--- src/rtl/lfsr_pkg.sv ---
package lfsr_pkg;

   typedef enum logic {
      FORM_FIB    = 1'b0,
      FORM_GALOIS = 1'b1
   } lfsr_form_e;

   typedef enum logic {
      FB_XOR  = 1'b0,
      FB_XNOR = 1'b1
   } lfsr_fb_e;

   localparam int unsigned LFSR_MAX_W = 32;

   // Tap mask: bit (t-1) set for each polynomial term x^t, t = 1..w.
   // Zero means the width is not supported.
   function automatic logic [LFSR_MAX_W-1:0] tap_mask(input int unsigned w);
      logic [LFSR_MAX_W-1:0] m;
      m = '0;
      case (w)
         3:  m = 32'h0000_0006;
         4:  m = 32'h0000_000C;
         5:  m = 32'h0000_0014;
         6:  m = 32'h0000_0030;
         7:  m = 32'h0000_0060;
         8:  m = 32'h0000_00B8;
         9:  m = 32'h0000_0110;
         10: m = 32'h0000_0240;
         11: m = 32'h0000_0500;
         12: m = 32'h0000_0829;
         13: m = 32'h0000_100D;
         14: m = 32'h0000_2015;
         15: m = 32'h0000_6000;
         16: m = 32'h0000_B400;
         17: m = 32'h0001_2000;
         18: m = 32'h0002_0400;
         19: m = 32'h0004_0023;
         20: m = 32'h0009_0000;
         24: m = 32'h00E1_0000;
         32: m = 32'h8020_0003;
         default: m = '0;
      endcase
      return m;
   endfunction

endpackage

--- src/rtl/lfsr_cell.sv ---
module lfsr_cell #(
   parameter bit HAS_RST = 1'b0,
   parameter bit RST_VAL = 1'b0
) (
   input  logic clk,
   input  logic rst_n,
   input  logic d,
   output logic q
);

   generate
      if (HAS_RST) begin : g_rst
         always_ff @(posedge clk or negedge rst_n) begin
            if (!rst_n) q <= RST_VAL;
            else        q <= d;
         end
      end else begin : g_norst
         logic unused_rst;
         assign unused_rst = rst_n;
         always_ff @(posedge clk) begin
            q <= d;
         end
      end
   endgenerate

endmodule

--- src/rtl/lfsr_step1.sv ---
module lfsr_step1
   import lfsr_pkg::*;
#(
   parameter int unsigned WIDTH    = 16,
   parameter lfsr_form_e  FORM     = FORM_FIB,
   parameter lfsr_fb_e    FEEDBACK = FB_XOR
) (
   input  logic [WIDTH-1:0] cur,
   output logic [WIDTH-1:0] nxt
);

   localparam logic [LFSR_MAX_W-1:0] TAPS_FULL = tap_mask(WIDTH);
   localparam logic [WIDTH-1:0]      TAPS      = TAPS_FULL[WIDTH-1:0];
   localparam logic                  INV       = (FEEDBACK == FB_XNOR);

   generate
      if (FORM == FORM_FIB) begin : g_fib
         logic fb;
         assign fb  = (^(cur & TAPS)) ^ INV;
         assign nxt = {cur[WIDTH-2:0], fb};
      end else begin : g_gal
         logic fb;
         assign fb     = cur[WIDTH-1];
         assign nxt[0] = fb;
         for (genvar i = 1; i < WIDTH; i++) begin : g_bit
            if (TAPS[i-1]) begin : g_tap
               assign nxt[i] = cur[i-1] ^ fb ^ INV;
            end else begin : g_pass
               assign nxt[i] = cur[i-1];
            end
         end
      end
   endgenerate

endmodule

--- src/rtl/lfsr_multistep.sv ---
module lfsr_multistep
   import lfsr_pkg::*;
#(
   parameter int unsigned WIDTH    = 16,
   parameter lfsr_form_e  FORM     = FORM_FIB,
   parameter lfsr_fb_e    FEEDBACK = FB_XOR,
   parameter int unsigned STEPS    = 1
) (
   input  logic [WIDTH-1:0] cur,
   output logic [WIDTH-1:0] nxt
);

   logic [WIDTH-1:0] stage [STEPS+1];

   assign stage[0] = cur;

   generate
      for (genvar k = 0; k < STEPS; k++) begin : g_stage
         lfsr_step1 #(
            .WIDTH   (WIDTH),
            .FORM    (FORM),
            .FEEDBACK(FEEDBACK)
         ) u_step (
            .cur(stage[k]),
            .nxt(stage[k+1])
         );
      end
   endgenerate

   assign nxt = stage[STEPS];

endmodule

--- src/rtl/lfsr_prng.sv ---
module lfsr_prng
   import lfsr_pkg::*;
#(
   parameter int unsigned      WIDTH         = 16,
   parameter lfsr_form_e       FORM          = FORM_FIB,
   parameter lfsr_fb_e         FEEDBACK      = FB_XOR,
   parameter int unsigned      STEPS         = 1,
   parameter bit               SEED_PRESTEP  = 1'b0,
   parameter bit               USE_INIT_SEED = 1'b0,
   parameter logic [WIDTH-1:0] INIT_SEED     = '0
) (
   input  logic             clk,
   input  logic             rst_n,
   input  logic             step_en,
   input  logic             seed_vld,
   input  logic [WIDTH-1:0] seed_val,
   output logic [WIDTH-1:0] state_o
);

   localparam logic [WIDTH-1:0] LOCK_VAL = (FEEDBACK == FB_XNOR) ? '1 : '0;
   localparam logic             SAFE_BIT = (FEEDBACK == FB_XOR);
   localparam longint           PERIOD   = (longint'(1) << WIDTH) - 1;

   // Elaboration-time parameter checks
   generate
      if (WIDTH < 3 || WIDTH > LFSR_MAX_W || tap_mask(WIDTH) == '0) begin : g_bad_width
         $error("lfsr_prng: WIDTH %0d has no tap entry", WIDTH);
      end
      if (STEPS < 1) begin : g_bad_steps
         $error("lfsr_prng: STEPS must be at least 1");
      end
      if ((longint'(STEPS) % PERIOD) == 0) begin : g_bad_period
         $error("lfsr_prng: STEPS is a multiple of the period");
      end
      if (USE_INIT_SEED && INIT_SEED == LOCK_VAL) begin : g_bad_seed
         $error("lfsr_prng: INIT_SEED equals the lock-up value");
      end
   endgenerate

   logic [WIDTH-1:0] state_q;
   logic [WIDTH-1:0] step_nxt;
   logic [WIDTH-1:0] seed_w;
   logic [WIDTH-1:0] state_d;

   lfsr_multistep #(
      .WIDTH   (WIDTH),
      .FORM    (FORM),
      .FEEDBACK(FEEDBACK),
      .STEPS   (STEPS)
   ) u_adv (
      .cur(state_q),
      .nxt(step_nxt)
   );

   generate
      if (SEED_PRESTEP) begin : g_prestep
         lfsr_multistep #(
            .WIDTH   (WIDTH),
            .FORM    (FORM),
            .FEEDBACK(FEEDBACK),
            .STEPS   (STEPS)
         ) u_seed_adv (
            .cur(seed_val),
            .nxt(seed_w)
         );
      end else begin : g_direct
         assign seed_w = seed_val;
      end
   endgenerate

   // Seed load wins over stepping
   always_comb begin
      if (seed_vld)     state_d = seed_w;
      else if (step_en) state_d = step_nxt;
      else              state_d = state_q;
   end

   // One flop per bit so each bit chooses its own reset behaviour
   generate
      for (genvar b = 0; b < WIDTH; b++) begin : g_cell
         localparam bit CELL_RST = USE_INIT_SEED || (b == 0);
         localparam bit CELL_VAL = USE_INIT_SEED ? INIT_SEED[b] : SAFE_BIT;
         lfsr_cell #(
            .HAS_RST(CELL_RST),
            .RST_VAL(CELL_VAL)
         ) u_cell (
            .clk  (clk),
            .rst_n(rst_n),
            .d    (state_d[b]),
            .q    (state_q[b])
         );
      end
   endgenerate

   assign state_o = state_q;

endmodule

--- config.mk ---
export PLATFORM = sky130hd
export DESIGN_NAME = lfsr_prng
export DESIGN_NICKNAME = d
export VERILOG_FILES = /design/src/rtl/lfsr_pkg.sv /design/src/rtl/lfsr_cell.sv /design/src/rtl/lfsr_step1.sv /design/src/rtl/lfsr_multistep.sv /design/src/rtl/lfsr_prng.sv
export SDC_FILE = /design/constraint.sdc
export NUM_CORES = 1
export LEC_CHECK = 0
export BUFFER_PORTS_ARGS = -buffer_cell sky130_fd_sc_hd__buf_2
export CORE_ASPECT_RATIO = 1.4
export CORE_MARGIN = 3
export CORE_UTILIZATION = 35
export DETAILED_ROUTE_END_ITERATION = 12
export SYNTH_ARGS = -nofsm -noshare
export SYNTH_HDL_FRONTEND = slang
export SYNTH_SLANG_ARGS = --single-unit
--- constraint.sdc ---
create_clock -name clk -period 1.05 [get_ports clk]
set_input_delay 0.0525 -clock clk [delete_from_list [all_inputs] [get_ports clk]]
set_output_delay 0.0525 -clock clk [all_outputs]
set_load 0.1 [all_outputs]
* After elaboration in Yosys (flattened, before gate mapping)
Index checks and enable logic that the tools add are counted.
** Word-level totals
- Register bits after elaboration :: 16
- Bits of input ports :: 20
- Output and inout bits :: 16
- Word-level logic and storage cells :: 20
** Operators by class
- Muxes and demuxes :: 2
- Reduce and logical (&&, ||, !) cells :: 2
** Operators by type and width (number)
- 16-bit two-way mux :: 2
- 16-bit parity :: 1
- 2-bit nonzero test :: 1

* Longest topological paths before layout
Gate-level depths: netlist of the first run.
- Depth in word-level cells :: 3
- Depth in mapped cells :: 4
- Mapped depth without buffers :: 3

* Cells and area by module
From an unflattened synthesis of the first run, not the netlist that was laid out.
** Second synthesis, totals
- Cell total of the unflattened synthesis :: 88
- Area, all modules :: 818.3 sq um
** Modules (own cells, without submodules)
- lfsr_prng :: instances 1, cells an instance 53, area an instance 345.3 sq um, sequential area each 0.0 sq um
- lfsr_cell at g_cell[10].u_cell ... :: instances 15, cells an instance 1, area an instance 20.0 sq um, sequential area each 20.0 sq um
- lfsr_step1 :: instances 1, cells an instance 19, area an instance 146.4 sq um, sequential area each 0.0 sq um
- lfsr_cell at g_cell[0].u_cell :: instances 1, cells an instance 1, area an instance 26.3 sq um, sequential area each 26.3 sq um

* Worst setup path after synthesis of the first run
No wires, ideal clock.
- Path kind :: input to register
- From :: input seed_vld
- To :: register g_cell[10].u_cell.q, enable pin
- Setup time :: 0.368 ns
- Arrival time :: 0.698 ns
- Data required time :: 0.682 ns
- Setup slack :: -0.016 ns
- Stages on the path :: 3
- Path buffers :: 2
- Cells stage by stage :: buf_6 -> buf_12 -> or2_1
** On the way
- Word-level cells in the longest chain between the ends :: 1
** RTL lines
- start: declaration :: line lfsr_prng.sv:15 : input logic seed_vld,
- 2-bit nonzero test (no source line)
- end signal: assignment :: line lfsr_cell.sv:21 : q <= d;
- end: declaration :: line lfsr_cell.sv:8 : output logic q
No other way between the ends.
A chain may end at the register's enable or synchronous reset.

* Worst setup path in the final report of the first run
- From :: register g_cell[0].u_cell.q
- To :: output state_o[0]
** RTL lines
- start: declaration :: line lfsr_cell.sv:8
- start signal: assignment :: line lfsr_cell.sv:14 : if (!rst_n) q <= RST_VAL;
- start signal: assignment :: line lfsr_cell.sv:15 : else q <= d;
- end: declaration :: line lfsr_prng.sv:17 : output logic [WIDTH-1:0] state_o
No word-level cell between the ends.

==> qor.yml, run 1 <==
status:
  run_status: "complete, but fails checks"
  violations: "setup timing"
sta:
  rsz0062_at_grt: "yes"
  worst_slack_ns: -0.0302
  fin_hold_ws_ns: 0.0382
  final_max_slew_viol_count: 0
  fin_crit_sh: 1.03
  period_needed_ns: 1.08
  clock.fmax_mhz: 926
  clock_skew_ns: 0.00444
  tightest_slew_ns: 0.231
  final-hold-violation-count: 0
  setup_violations: 6
  relSlewSlack: 0.846
drt:
  drt_iter0_drc: 11
  firstDrtPassIters: 2
  drc: 0
  drtAntennaViolNets: 0
  totalWireLength_um: 1570
  routedWlPerCell_um: 12.4
  vias: 538
  viasPerCell: 4.27
die:
  die_width_um: 48.5
  rows: 20
  die_height_um: 65.4
  core_um2: 2280
  io_pins: 36
  die_area_um2: 3170
  start_util: 0.388
critical_path:
  worstSetupStartpointType: "flop"
  crit_buf_inv: 1
  path_delay_family: "flip-flops"
  worstPathArrival_ns: 1.03
  max_stage_delay_ns: 0.57
  r2r_start: "g_cell[10].u_cell.q"
  rrSetupSlack_ns: -0.01
  worstReg2RegEnd: "g_cell[11].u_cell.q"
  required_ns: 1.00
  worstRegToRegCells: 2
  critPathCaptureType: "output port"
  crit_type: "flop to output port"
  cp_slowest_cell: "dfstp_2"
  crit_fanout: 2
  cp_cell_sequence: "buf_12"
global_route:
  track_usage: 0.105
  grt_pass1_vias: 580
  grt_pass1_wl_um: 2570
  gr-total-overflow: 0
  grt_max_degree: 20
  antenna_found_initial: 0
cts:
  clk_latency_ns: 0.28
  cts_tree: "yes"
  h-tree-depth: 1
  cts_buffers: 3
  cts_sinks: 16
  clock_path_buffers: 2
  cts_root_buffer: "clkbuf_4"
  cts.reportedPaths.clkPinSlew_ns: 0.10
yosys:
  synth_cells: 58
  synth_top_area_share: 0.510
  ys_seq_area_frac: 0.540
  synth.area.top_cells: "edfxtp_1 51%, buf_4 14%, mux2_4 12%"
  avgSynthCellArea_um2: 15.2
  yosys.area.top_type: "edfxtp_1"
  synth_nets: 78
  yosys_warnings: 0
  ys_seq_elements: 16
  syn_area_um2: 883
  ys_types: 14
power_and_ir_drop:
  total_power_mw: 2.35
  p_clk_frac: 0.171
  peakVddDrop_mv: 0.970
  seq_power_share: 0.367
  leakage_nw: 0.602
  combPwrFrac: 0.462
  switchingPower_uw: 896
  p_sw_frac: 0.381
  p_per_area_nw_per_um2: 1700
  p_int_mw: 1.46
final_layout:
  largest_reg_flops: 16
  diodes: 0
  largestRegisters: "g_cell.u_cell.q x16"
  nNetsFinal: 114
  final-seq-area_um2: 477
  synthToLayoutAreaGrowth_pct: 56.7
  fillers: 172
  top_register: "g_cell.u_cell.q"
  multi_input_area_um2: 274
  drive_above_1_share: 0.742
worst_hold_path:
  hp-class: "input port to flop"
  hold_path_depth: 3
  min_to: "g_cell[1].u_cell.q"
  hp-start: "seed_val[1]"
place:
  hpwl_um: 1140
  port_buffers: 35
  gp_congestion: 0.649
run:
  maxCapViolCount: 0
cell usage in the layout, fill, tap and decap left out, drive strengths merged:
cell / Yosys / final
a2bb2oi: 1 / 1
buf: 18 / 45
clkbuf: 0 / 4
dfstp: 1 / 1
dlygate4sd3: 0 / 3
edfxtp: 15 / 15
mux2: 14 / 14
nand2: 2 / 2
nand2b: 2 / 2
o21ai: 1 / 1
or2: 1 / 2
xnor2: 1 / 1
xor2: 2 / 2
routing by layer:
| layer | part of all wire | vias to the layer above | global-route usage |
|---|---|---|---|
| met5 | 0 | - | 0 |
| met4 | 0.0064 | 0 | 0.0427 |
| met3 | 0.066 | 2 | 0.0272 |
| met2 | 0.52 | 20 | 0.183 |
| met1 | 0.40 | 254 | 0.123 |
| li1 | - | 262 | - |
cells in the mapped netlist, drive strengths merged:
cell type / count
a2bb2oi: 1
buf: 18
dfstp: 1
edfxtp: 15
mux2: 14
nand2: 2
nand2b: 2
o21ai: 1
or2: 1
xnor2: 1
xor2: 2
repair_timing:
action	CTS	global route
setup buffers	5	0
cloned	0	1
setup endpoints to repair	9	17
hold buffers	3	0
endpoints found under the hold margin	2	0
gates resized for setup	1	7
pin swaps	0	3
logic make-up (layout without fill, tap and decap cells):
group,count (synthesis),count (layout),synth area share
AO/OA/AOI/OAI,2,2,0.0156
XOR/XNOR,3,3,0.0298
buffers and inverters,18,52,0.171
flip-flops,16,16,0.540
multiplexers,14,14,0.208
AND/OR/NAND/NOR,5,6,0.0354
cell type report:
type / count / share of cell area
tap: 33 / 0.0298
sequential: 16 / 0.344
timing repair buffer: 48 / 0.401
multi-input combinational: 25 / 0.198
clock buffer: 4 / 0.0262
power groups by stage:
stage	logic (mW)	clock network [mW]	registers (mW)
2_1_floorplan	0.761	0	0.835
3_3_place_gp	1.05	0	0.867
3_5_place_dp	1.06	0	0.870
4_1_cts	1.08	0.423	0.861
5_1_grt	1.12	0.441	0.877
6_report	1.09	0.403	0.864
through the flow:
| step | cells | setup slack (ns) | TNS, ns | utilization | area [µm²] |
|---|---|---|---|---|---|
| 5_1_grt | 126 | -0.0648 | -0.371 | 0.608 | 1380 |
| 4_1_cts | 125 | -0.0505 | -0.0608 | 0.592 | 1350 |
| 6_report | 126 | -0.0302 | -0.0485 | 0.608 | 1380 |
| 2_1_floorplan | 58 | 0.128 | 0 | - | 886 |
| 3_5_place_dp | 117 | 0.0520 | 0 | 0.558 | 1270 |
| 3_3_place_gp | 117 | 0.0750 | 0 | 0.558 | 1270 |
how the worst max path moves through the flow:
stage / from / to / slack [ns] / cells after the start
after floorplan: g_cell[12].u_cell.q / g_cell[13].u_cell.q / 0.13 / 1
after global placement: g_cell[12].u_cell.q / g_cell[13].u_cell.q / 0.07 / 1
after detailed placement: g_cell[12].u_cell.q / g_cell[13].u_cell.q / 0.05 / 1
after CTS: g_cell[0].u_cell.q / state_o[0] / -0.05 / 1
after global routing: g_cell[0].u_cell.q / state_o[0] / -0.06 / 1
final: g_cell[0].u_cell.q / state_o[0] / -0.03 / 1
No activity file was read; power rests on OpenSTA's default activity.
==> run 2, diff against run 1 <==
--- a/config.mk
+++ b/config.mk
@@ -10,6 +10,7 @@
 export CORE_MARGIN = 3
 export CORE_UTILIZATION = 35
 export DETAILED_ROUTE_END_ITERATION = 12
+export SKIP_CTS_REPAIR_TIMING = 1
 export SYNTH_ARGS = -nofsm -noshare
 export SYNTH_HDL_FRONTEND = slang
 export SYNTH_SLANG_ARGS = --single-unit
==> constraint.sdc (replaced) <==
create_clock -name clk -period 1.05 [get_ports clk]
set_input_delay 0.0525 -clock clk [delete_from_list [all_inputs] [get_ports clk]]
set_output_delay 0.0525 -clock clk [all_outputs]
set_load 0.02 [all_outputs]
==> run 2 against run 1 <==
The run now ends clean. Total power fell by 35%. Clock-buffer cell count did not move. Via count fell by 9.3%. Combinational power fell by 66%. Wire length fell by 11%. Critical endpoint unchanged. Largest cell class is now flip-flops and latches.
==> qor.yml, run 2 (synthesis results as in run 1) <==
power_and_ir_drop:
  total_power_mw: 1.53
  p_int_mw: 1.12
  p_per_area_nw_per_um2: 1490
  seq_power_share: 0.546
  switchingPower_uw: 410
  peakVddDrop_mv: 0.661
  combPwrFrac: 0.239
  p_sw_frac: 0.267
  p_clk_frac: 0.215
  leakage_nw: 0.455
cts:
  h-tree-depth: 1
  cts.reportedPaths.clkPinSlew_ns: 0.09
  clock_path_buffers: 2
  cts_tree: "yes"
  clk_latency_ns: 0.28
  cts_sinks: 16
  cts_buffers: 3
  cts_root_buffer: "clkbuf_4"
worst_hold_path:
  hp-class: "input port to flop"
place:
  port_buffers: 35
  dpl_cell_area_um2: 978
  gp_congestion: 0.692
  hpwl_um: 1050
  post-place-ws_ns: 0.0442
drt:
  vias: 488
  drc: 0
  totalWireLength_um: 1400
  viasPerCell: 4.24
  drtAntennaViolNets: 0
  drt_iter0_drc: 16
  firstDrtPassIters: 2
  routedWlPerCell_um: 12.2
sta:
  tightest_slew_ns: 0.213
  tns_ns: 0
  fin_crit_sh: 0.952
  setup_violations: 0
  final-hold-violation-count: 0
  worst_slack_ns: 0.0501
  clock_skew_ns: 0.00317
  rsz0062_at_grt: "yes"
  clock.fmax_mhz: 1000
  period_needed_ns: 1.00
  fin_hold_ws_ns: 0.00748
  final_max_slew_viol_count: 0
  relSlewSlack: 0.858
final_layout:
  final_common_cell: "buf_2"
  final-seq-area_um2: 477
  largest_reg_flops: 16
  drive_above_1_share: 0.720
  fillers: 210
  synthToLayoutAreaGrowth_pct: 16.4
  multi_input_area_um2: 265
  final_cell_mix: "34 x buf_2, 15 x edfxtp_1, 7 x mux2_4, 7 x mux2_2, 3 x clkbuf_4"
  diodes: 0
  largestRegisters: "g_cell.u_cell.q x16"
  top_register: "g_cell.u_cell.q"
  nNetsFinal: 103
  fin_area_um2: 1030
run:
  maxCapViolCount: 0
critical_path:
  max_stage_delay_ns: 0.56
  crit_type: "flop to output port"
  cp_slowest_cell: "dfstp_2"
  cp_cell_sequence: "buf_6"
  critPathCaptureType: "output port"
  worstSetupStartpointType: "flop"
  required_ns: 1.00
  crit_fanout: 2
  path_delay_family: "flip-flops"
  worstPathArrival_ns: 0.95
  crit_buf_inv: 1
global_route:
  gr-total-overflow: 0
  antenna_found_initial: 0
  grt_pass1_vias: 505
  grt_max_degree: 16
  track_usage: 0.0983
  grt_pass1_wl_um: 2390
die:
  core_um2: 2280
  die_height_um: 65.4
  start_util: 0.388
  rows: 20
  die_width_um: 48.5
  io_pins: 36
  die_area_um2: 3170
status:
  run_status: "complete, no violations"
==> run 2: changes by cell type in the layout (fill, tap and decap cells not counted), sizes merged <==
cell / change
buf: -8
dlygate4sd3: -2
or2: -1
==> run 2: path summary, 6_finish.rpt <==
kind                            slack, ns                  end  cells past startpoint           startpoint
worst max register to register       0.06  g_cell[11].u_cell.q                      1  g_cell[10].u_cell.q
worst min register to register       0.58   g_cell[8].u_cell.q                      1   g_cell[7].u_cell.q
worst max-delay path                 0.05           state_o[0]                      1   g_cell[0].u_cell.q
worst min-delay path                0.007   g_cell[0].u_cell.q                      3              step_en
min in group asynchronous            0.23   g_cell[0].u_cell.q                      2                rst_n
max in group asynchronous            0.80   g_cell[0].u_cell.q                      2                rst_n
==> run 2: layer usage <==
metal | routed length (µm) | track usage | up-vias | share of wire
met4 | 12 | 0.0534 | 0 | 0.0086
met2 | 666 | 0.145 | 20 | 0.48
li1 | - | - | 237 | -
met1 | 627 | 0.129 | 229 | 0.45
met3 | 96 | 0.0295 | 2 | 0.068
met5 | 0 | 0 | - | 0
==> run 2: layout make-up <==
class,instances,area share
clock buffers,4,0.0255
multi-input cells,24,0.258
flip-flops and latches,16,0.464
well taps,33,0.0401
repair buffers,38,0.213
==> run 2: through the flow <==
stage,util,std cells
2_1_floorplan,-,58
3_3_place_gp,0.430,110
3_5_place_dp,0.430,110
4_1_cts,0.441,114
5_1_grt,0.452,115
6_report,0.452,115
==> run 2: power groups by stage <==
stage	Clock [mW]	Combinational [mW]	Sequential [mW]
finish	0.330	0.366	0.837
global route	0.374	0.398	0.850
CTS	0.345	0.360	0.834
detailed placement	0	0.360	0.846
global placement	0	0.355	0.847
floorplan	0	0.336	0.835
